File: config.mk
export PLATFORM = sky130hd
export DESIGN_NAME = mbx_irq_top
export DESIGN_NICKNAME = d
export VERILOG_FILES = /design/src/rtl/mbx_irq_pkg.sv /design/src/rtl/mbx_irq_ctrl.sv /design/src/rtl/mbx_irq_flags.sv /design/src/rtl/mbx_irq_top.sv
export SDC_FILE = /design/constraint.sdc
export NUM_CORES = 1
export LEC_CHECK = 0
export BUFFER_PORTS_ARGS = -buffer_cell sky130_fd_sc_hd__buf_2
export CAP_MARGIN = 15
export CORE_AREA = 2 2 39 41
export CTS_CLUSTER_DIAMETER = 120
export DETAILED_ROUTE_END_ITERATION = 10
export DIE_AREA = 0 0 41 43
export PLACE_DENSITY = 0.66
export SLEW_MARGIN = 20
export SYNTH_ARGS = -nofsm -noshare
export SYNTH_HDL_FRONTEND = slang
export SYNTH_SLANG_ARGS = --single-unit
File: constraint.sdc
create_clock -name clk -period 0.8 [get_ports clk]
set_input_delay 0.24 -clock clk [delete_from_list [all_inputs] [get_ports clk]]
set_output_delay 0.24 -clock clk [all_outputs]
set_load 0.02 [all_outputs]
File: src/rtl/mbx_irq_pkg.sv
package mbx_irq_pkg;
  typedef struct packed {
    logic setLeft;
    logic clrLeft;
    logic setRight;
    logic clrRight;
  } mbxStrobes_t;
endpackage

File: src/rtl/mbx_irq_ctrl.sv
module mbx_irq_ctrl
  import mbx_irq_pkg::*;
#(
  parameter int ADDR_W = 15
) (
  input  logic [ADDR_W-1:0] leftAddr,
  input  logic              leftEn,
  input  logic              leftWr,
  input  logic              leftRd,
  input  logic              leftBusy,
  input  logic [ADDR_W-1:0] rightAddr,
  input  logic              rightEn,
  input  logic              rightWr,
  input  logic              rightRd,
  input  logic              rightBusy,
  output mbxStrobes_t       strobes
);
  localparam logic [ADDR_W-1:0] RIGHT_BOX = {ADDR_W{1'b1}};
  localparam logic [ADDR_W-1:0] LEFT_BOX  = RIGHT_BOX - 1'b1;

  logic leftWrite, leftRead, rightWrite, rightRead;

  always_comb begin
    leftWrite  = leftEn && leftWr && !leftBusy;
    leftRead   = leftEn && leftRd && !leftWr && !leftBusy;
    rightWrite = rightEn && rightWr && !rightBusy;
    rightRead  = rightEn && rightRd && !rightWr && !rightBusy;

    strobes.setRight = leftWrite  && (leftAddr  == RIGHT_BOX);
    strobes.clrRight = rightRead  && (rightAddr == RIGHT_BOX);
    strobes.setLeft  = rightWrite && (rightAddr == LEFT_BOX);
    strobes.clrLeft  = leftRead   && (leftAddr  == LEFT_BOX);
  end
endmodule

File: src/rtl/mbx_irq_flags.sv
module mbx_irq_flags
  import mbx_irq_pkg::*;
#(
  parameter int NUM_FLAGS = 2
) (
  input  logic        clk,
  input  logic        rstN,
  input  mbxStrobes_t strobes,
  output logic        intLeftN,
  output logic        intRightN
);
  logic [NUM_FLAGS-1:0] setVec, clrVec, pending;

  assign setVec = {strobes.setRight, strobes.setLeft};
  assign clrVec = {strobes.clrRight, strobes.clrLeft};

  for (genvar g = 0; g < NUM_FLAGS; g++) begin : gFlag
    always_ff @(posedge clk or negedge rstN) begin
      if (!rstN) pending[g] <= 1'b0;
      else       pending[g] <= setVec[g] | (pending[g] & ~clrVec[g]);
    end
  end

  assign intLeftN  = ~pending[0];
  assign intRightN = ~pending[1];
endmodule

File: src/rtl/mbx_irq_top.sv
module mbx_irq_top
  import mbx_irq_pkg::*;
#(
  parameter int ADDR_W = 15
) (
  input  logic              clk,
  input  logic              rstN,
  input  logic [ADDR_W-1:0] leftAddr,
  input  logic              leftEn,
  input  logic              leftWr,
  input  logic              leftRd,
  input  logic              leftBusy,
  input  logic [ADDR_W-1:0] rightAddr,
  input  logic              rightEn,
  input  logic              rightWr,
  input  logic              rightRd,
  input  logic              rightBusy,
  output logic              intLeftN,
  output logic              intRightN
);
  mbxStrobes_t strobes;

  mbx_irq_ctrl #(.ADDR_W(ADDR_W)) i_ctrl (
    .leftAddr(leftAddr), .leftEn(leftEn), .leftWr(leftWr), .leftRd(leftRd),
    .leftBusy(leftBusy), .rightAddr(rightAddr), .rightEn(rightEn),
    .rightWr(rightWr), .rightRd(rightRd), .rightBusy(rightBusy),
    .strobes(strobes)
  );

  mbx_irq_flags #(.NUM_FLAGS(2)) i_flags (
    .clk(clk), .rstN(rstN), .strobes(strobes),
    .intLeftN(intLeftN), .intRightN(intRightN)
  );
endmodule

==> results of run 1 <==
metrics by stage:
step,TNS (ps),total power [W],instances,area (um^2)
3_3_place_gp,-866,0.000217,79,419
6_report,-769,0.000456,85,507
3_5_place_dp,-875,0.000219,79,419
5_1_grt,-991,0.000499,85,507
4_1_cts,-815,0.000462,85,479
2_1_floorplan,-510,0.000116,20,179
metal layers:
metal	up-vias	wire length [um]	global-route usage (%)
li1	185	-	-
met1	158	260	9.58
met2	28	409	16.9
met3	0	115	3.14
met4	0	0	8.00
met5	-	0	0
how the worst max path moves through the flow:
stage	start	end	slack, ps
global route	rightAddr[13]	i_flags.pending[1]$_DFF_PN0_	-270
global placement	rightAddr[14]	i_flags.pending[1]$_DFF_PN0_	-470
finish	i_flags.pending[0]$_DFF_PN0_	intLeftN	-200
detailed placement	leftAddr[8]	i_flags.pending[0]$_DFF_PN0_	-440
floorplan	rightAddr[14]	i_flags.pending[1]$_DFF_PN0_	-260
CTS	i_flags.pending[1]$_DFF_PN0_	intRightN	-210
synth_stat cells, drive strengths merged:
cell type | instances | share of area (%)
dfrtp | 2 | 28
nor2 | 1 | 2.1
nand3 | 1 | 2.8
inv | 3 | 6.3
nand4b | 3 | 15
nor4 | 2 | 14
nand4 | 6 | 21
a32o | 2 | 11
timing repair:
item                       4_1_cts  5_1_grt
buffers inserted                 2        0
gates resized for setup          4        5
hold endpoints to repair         2        0
pin swaps                        0        1
hold buffers                     1        0
setup endpoints to repair        4        4
cell families after synthesis:
family | count (synthesis)
AND/OR/NAND/NOR | 13
flip-flops | 2
buffers and inverters | 3
AO/OA/AOI/OAI | 2
where the power goes:
| group | total, W | internal [W] | switching, W |
|---|---|---|---|
| clock | 0.000224 | 0.000166 | 0.0000584 |
| combinational | 0.000130 | 0.0000914 | 0.0000388 |
| sequential | 0.000102 | 0.000102 | 0.0000000198 |
worst reg2reg max path, cell delays in order, from the launching register on:
cell and delay [ps]:
dfrtp_1 380, buf_4 130, a32o_1 200
final cells by class:
type                            count  area [um^2]
Fill cell                         148          877
Timing Repair Buffer               46          277
Multi-Input combinational cell     15          126
Sequential cell                     2         50.0
Clock buffer                        3         22.5
Tap cell                           16         20.0
Inverter                            3         11.3
==> summary.txt, run 1 <==
Clocking
  • Clk_lat worst skew: approximately 220 ps
  • TritonCTS clock tree: built
  • Clock-pin slew on the worst setup and hold paths: around 30 ps
  • Clock Tree Buf Depth: 2
  • Clock sink count: 2
  • H-tree depth: 1
  • Clock Root Buffer: clkbuf_4
  • TritonCTS Buffers: 3

Synthesis
  • Synth Area in Adders: 0%
  • Gate Count Post-Synth: 20
  • Synth Area in XOR/XNOR: 0%
  • Compound-Gate Fraction of Synth Area: 11.2%
  • Post-synthesis mux area share: 0%
  • Yosys warns: 0
  • Yosys cell types: 8
  • Sequential share of the synthesized area: 28.0%
  • Synth Net Count: 60
  • Largest family of logic cells by synthesized area: simple AND/OR/NAND/NOR gates
  • Mean Syn Cell Area: 8.95 um^2
  • Synth Area in Simple Gates: 54.5%
  • Register bit total from synthesis: 2
  • Netlist Area Pre-Place: ~180 um^2

Power and ir drop
  • Cell Pwr Density: 900 nW/um^2
  • Max VDD drop: about 330 uV
  • P_leak: 0.269 nW

Setup path
  • Type of origin of the critical path: register
  • Reg-to-reg endpoint: i_flags.pending[1]$_DFF_PN0_
  • Critical Path RT: approximately 560 ps
  • Worst Path Max Fanout: 2
  • Critical Path AT: 760 ps
  • Buf/Inv on CP: 2
  • Launch point of the worst reg-to-reg path: i_flags.pending[1]$_DFF_PN0_
  • CP endpoint kind: primary output
  • Number of cells on the critical path: 2
  • Crit path largest cell delay: 360 ps
  • CP top delay family: flip-flops
  • R2R depth: 2
  • Slowest CP cell: dfrtp_1
  • Worst reg-to-reg setup slack: -30 ps
  • CP cell instances: inv_1 -> buf_6
  • WS Path Type: reg2out

Hold path
  • Hold Crit Start: rightWr
  • Hold path depth: 2
  • Tightest Hold Check Type: in2reg
  • Hold EP: i_flags.pending[0]$_DFF_PN0_

STA
  • Fin crit period: 1000 ps
  • Hold Vio Cnt, Final: 0
  • Worst Setup Slack, final: -201 ps
  • Fin Hold WS: 291 ps
  • Max-slew headroom at the worst pin: around 82%
  • Unrepaired setup endpoints after global routing: true
  • Final setup fails: 4
  • Max Clock Skew: 0 ps
  • Tcrit/Tclk final: 125%
  • Pins Over Slew Limit: 0
  • Slew @ Worst Pin: 260 ps
  • Peak Freq: 999 MHz

Floorplanning
  • Die area: 1760 um^2
  • Core area: about 1400 um^2
  • Die Wd: 41 um
  • Starting Density: 12.9%
  • IO Pins: 42
  • Cell row count: 14
  • Chip Height: approximately 43 um

Route
  • Drt pass-1 iters: 2
  • # DRC: 0
  • Routed Antenna Nets: 0
  • Wirelength per Cell: 9.22 um
  • Via density: 4.36
  • Routed WL: slightly below 800 um
  • Initial DRC Count: 4
  • Vias: 371

Cells and area
  • Largest regs: i_flags.pending (2)
  • Ant diodes: 0
  • Final core occ: 36.6%
  • Nets: 111
  • Top reg by flops: i_flags.pending
  • Layout Area Growth over Synthesis: 183%
  • Commonest non-fill, non-tap cell in the layout: buf_2
  • Most frequent cells in the layout: buf_2 (36), nand4_1 (6), buf_6 (5), buf_4 (4)
  • Fraction of layout cells with a size suffix above 1: 73.9%
  • Max reg flops: 2

Global routing
  • Grt total ovfl: 0
  • Initial antenna violation count: 0
  • Pin count of the biggest net entering global routing: 3
  • GR Util All Layers: 10.2%
  • First-pass GRT wire length: 1200 um
  • Vias in the first global route: 348

Placement
  • PortBufs: 41
  • Place WS: -438 ps
  • Final GP Congestion: 0.689

Job
  • Maxcap violations: 0

Run status
  • Status: finished, violations left
  • Failing checks: setup timing
Note: power is estimated with default switching activity, not from simulation.
==> run 2: changes to the inputs <==
--- a/config.mk
+++ b/config.mk
@@ -5,13 +5,15 @@
 export SDC_FILE = /design/constraint.sdc
 export NUM_CORES = 1
 export LEC_CHECK = 0
+export ABC_AREA = 1
 export BUFFER_PORTS_ARGS = -buffer_cell sky130_fd_sc_hd__buf_2
 export CAP_MARGIN = 15
 export CORE_AREA = 2 2 39 41
+export CTS_BUF_LIST = sky130_fd_sc_hd__clkbuf_2
 export CTS_CLUSTER_DIAMETER = 120
 export DETAILED_ROUTE_END_ITERATION = 10
 export DIE_AREA = 0 0 41 43
-export PLACE_DENSITY = 0.66
+export PLACE_DENSITY = 0.75
 export SLEW_MARGIN = 20
 export SYNTH_ARGS = -nofsm -noshare
 export SYNTH_HDL_FRONTEND = slang
==> run 2 against run 1 <==
Effect of this change: largest cell class unchanged; critical endpoint is now intRightN; sequential share of layout area fell by 1.7 points; setup slack gained 39 ps; count of clock-buffer cells in the layout did not move; the flow still finishes with violations (setup timing); routed wire length is 15% higher; non-clock buffer count is 2 lower; combinational power is 30% higher; clock skew unchanged; utilization up 7.7 points.
==> summary.txt, run 2 <==
Run status
  • Status: finished, violations left
  • Failing checks: setup timing

Synthesis
  • Yosys top cell by area: nand2_1
  • Gate Count Post-Synth: 59
  • Post-synth ARST share: 100%
  • Register bit total from synthesis: 2
  • Top cells by area, synth: nand2_1 (30%), nor2_1 (20%), dfrtp_1 (17%)
  • Netlist Area Pre-Place: 288 um^2
  • Synth cell count leaders: nand2_1 (23), nor2_1 (15), inv_1 (8)
  • Prevailing post-synth register cell: dfrtp_1
  • Mean Syn Cell Area: 4.88 um^2
  • Top-count cell post-synth: nand2_1
  • Sequential share of the synthesized area: 17.4%
  • Synth Net Count: 99
  • Yosys warns: 0
  • Yosys cell types: 9
  • Synth top area share: 30.0%
  • Post-synth EDFFs: 0

STA
  • Pins Over Slew Limit: 0
  • Fin Hold WS: between 300 and 400 ps
  • Peak Freq: about 1000 MHz
  • Unrepaired setup endpoints after global routing: true
  • Fin crit period: 962 ps
  • Slew @ Worst Pin: roughly 120 ps
  • Final setup fails: 2
  • Max Clock Skew: 0 ps
  • Hold Vio Cnt, Final: 0
  • Worst Setup Slack, final: -162 ps
  • Final setup TNS: -317 ps
  • Max-slew headroom at the worst pin: 92.2%
  • Tcrit/Tclk final: 120%

Setup path
  • Worst Path Max Fanout: 2
  • CP cell instances: inv_2 -> buf_6
  • Crit path largest cell delay: 380 ps
  • CP endpoint kind: primary output
  • Critical Path RT: roughly 560 ps
  • Buf/Inv on CP: 2
  • Slowest CP cell: dfrtp_1
  • Type of origin of the critical path: register
  • CP top delay family: flip-flops
  • WS Path Type: reg2out
  • Critical Path AT: 720 ps

Route
  • Drt pass-1 iters: 2
  • Vias: 496
  • Routed WL: 902 um
  • # DRC: 0
  • Routed Antenna Nets: 0
  • Initial DRC Count: 2
  • Wirelength per Cell: 7.39 um
  • Via density: roughly 4.1

Cells and area
  • Nets: 148
  • Final core occ: 44.3%
  • Most frequent cells in the layout: buf_2 (33), nand2_1 (20), nor2_1 (14), buf_6 (8), inv_1 (7)
  • Layout Area Growth over Synthesis: 113%
  • Commonest non-fill, non-tap cell in the layout: buf_2
  • Max reg flops: 2
  • Seq. cell area: 50.0 um^2
  • Fill count: 145
  • Design area: approximately 610 um^2
  • Fraction of layout cells with a size suffix above 1: 50.0%
  • Largest regs: i_flags.pending (2)
  • Area occupied by multi-input gates: 218 um^2
  • Ant diodes: 0
  • Top reg by flops: i_flags.pending

Power and ir drop
  • Net Sw Frac: 26.3%
  • P_leak: 0.334 nW
  • Switching power: 0.000111 W
  • Comb pwr share: slightly above 40%
  • Int Power: 0.000309 W
  • Seq pwr share: between 20% and 30%
  • Clock share of power: approximately a third
  • Overall Power: 0.000420 W
  • Cell Pwr Density: 685 nW/um^2
  • Max VDD drop: 478 uV

Job
  • Maxcap violations: 0

Floorplanning
  • Die area: 1760 um^2
  • Die Wd: between 40 and 50 um
  • Core area: 1380 um^2
  • IO Pins: 42
  • Starting Density: 20.8%
  • Cell row count: 14
  • Chip Height: ~43 um

Placement
  • Final GP Congestion: 0.663
  • DP HPWL: 792 um
  • PortBufs: 41
  • DP Area: 520 um^2

Global routing
  • Initial antenna violation count: 0
  • Vias in the first global route: 424
  • Grt total ovfl: 0
  • Pin count of the biggest net entering global routing: 3
  • First-pass GRT wire length: ~1300 um
  • GR Util All Layers: 10.6%

Clocking
  • Clock Root Buffer: clkbuf_2
  • Clock-pin slew on the worst setup and hold paths: around 30 ps
  • TritonCTS Buffers: 3
  • Clock sink count: 2
  • H-tree depth: 1
  • Clk_lat worst skew: 180 ps
  • Clock Tree Buf Depth: 2
  • TritonCTS clock tree: built

Hold path
  • Tightest Hold Check Type: in2async
-- run 2: changes by cell type after synthesis, moves of 2 or more --
cell / change
a32o_1: -2
inv_1: +5
nand2_1: +23
nand3_1: +3
nand4_1: -3
nand4b_1: -3
nor2_1: +14
nor2_2: +2
nor4_2: -2
-- run 2: final timing paths --
kind	startpoint	end	slack, ps	cells past startpoint
max	i_flags.pending[1]$_DFF_PN0_	intRightN	-160	2
max in group asynchronous	rstN	i_flags.pending[0]$_DFF_PN0_	320	2
min reg2reg	i_flags.pending[0]$_DFF_PN0_	i_flags.pending[0]$_DFF_PN0_	560	3
min in group clk	leftAddr[14]	i_flags.pending[1]$_DFF_PN0_	410	5
max reg2reg	i_flags.pending[1]$_DFF_PN0_	i_flags.pending[1]$_DFF_PN0_	90	3
min	rstN	i_flags.pending[1]$_DFF_PN0_	380	2
-- run 2: worst register-to-register path, stage by stage (launching register included) --
cell and delay [ps]:
dfrtp_1 380, buf_4 130, nand2_1 50, nand2_1 40
-- run 2: power by group through the flow --
stage | sequential, W | clock [W] | combinational [W]
after CTS | 0.000102 | 0.000156 | 0.000147
after global placement | 0.000103 | 0 | 0.000141
after global routing | 0.000102 | 0.000165 | 0.000191
after floorplan | 0.000103 | 0 | 0.0000388
after detailed placement | 0.000103 | 0 | 0.000143
final | 0.000102 | 0.000148 | 0.000169
-- run 2: per-layer routing --
metal | part of all wire [%] | vias up | GRT usage [%]
met5 | 0 | - | 0
met4 | 0 | 0 | 4.00
li1 | - | 275 | -
met1 | 35 | 189 | 10.6
met2 | 52 | 32 | 20.9
met3 | 13 | 0 | 0
-- run 2: through the flow --
step	std cells	worst slack (ps)
floorplan	59	44.0
global placement	117	-92.7
detailed placement	117	-97.7
CTS	122	-182
global route	122	-199
finish	122	-162
-- run 2: repair_timing --
item                                    CTS  global route
pin swaps                                 0             6
resized for setup                         4            11
endpoints found under the setup margin    2             3
endpoints found under the hold margin     2             0
setup buffers                             1             0
hold buffers                              1             0
gates cloned                              0             0
-- run 2: final cells by class --
| type | instances | share of cell area (%) |
|---|---|---|
| Sequential cell | 2 | 8.16 |
| Inverter | 8 | 4.90 |
| Tap cell | 16 | 3.27 |
| Clock buffer | 3 | 2.45 |
| Multi-Input combinational cell | 49 | 35.5 |
| Timing Repair Buffer | 44 | 45.7 |
-- run 2: kinds of logic (layout without fill, tap and decap cells) --
family / count (synthesis) / in the layout / share of synthesized area [%]
buf+inv: 8 / 55 / 10.4
simple gates: 49 / 49 / 72.2
flops: 2 / 2 / 17.4
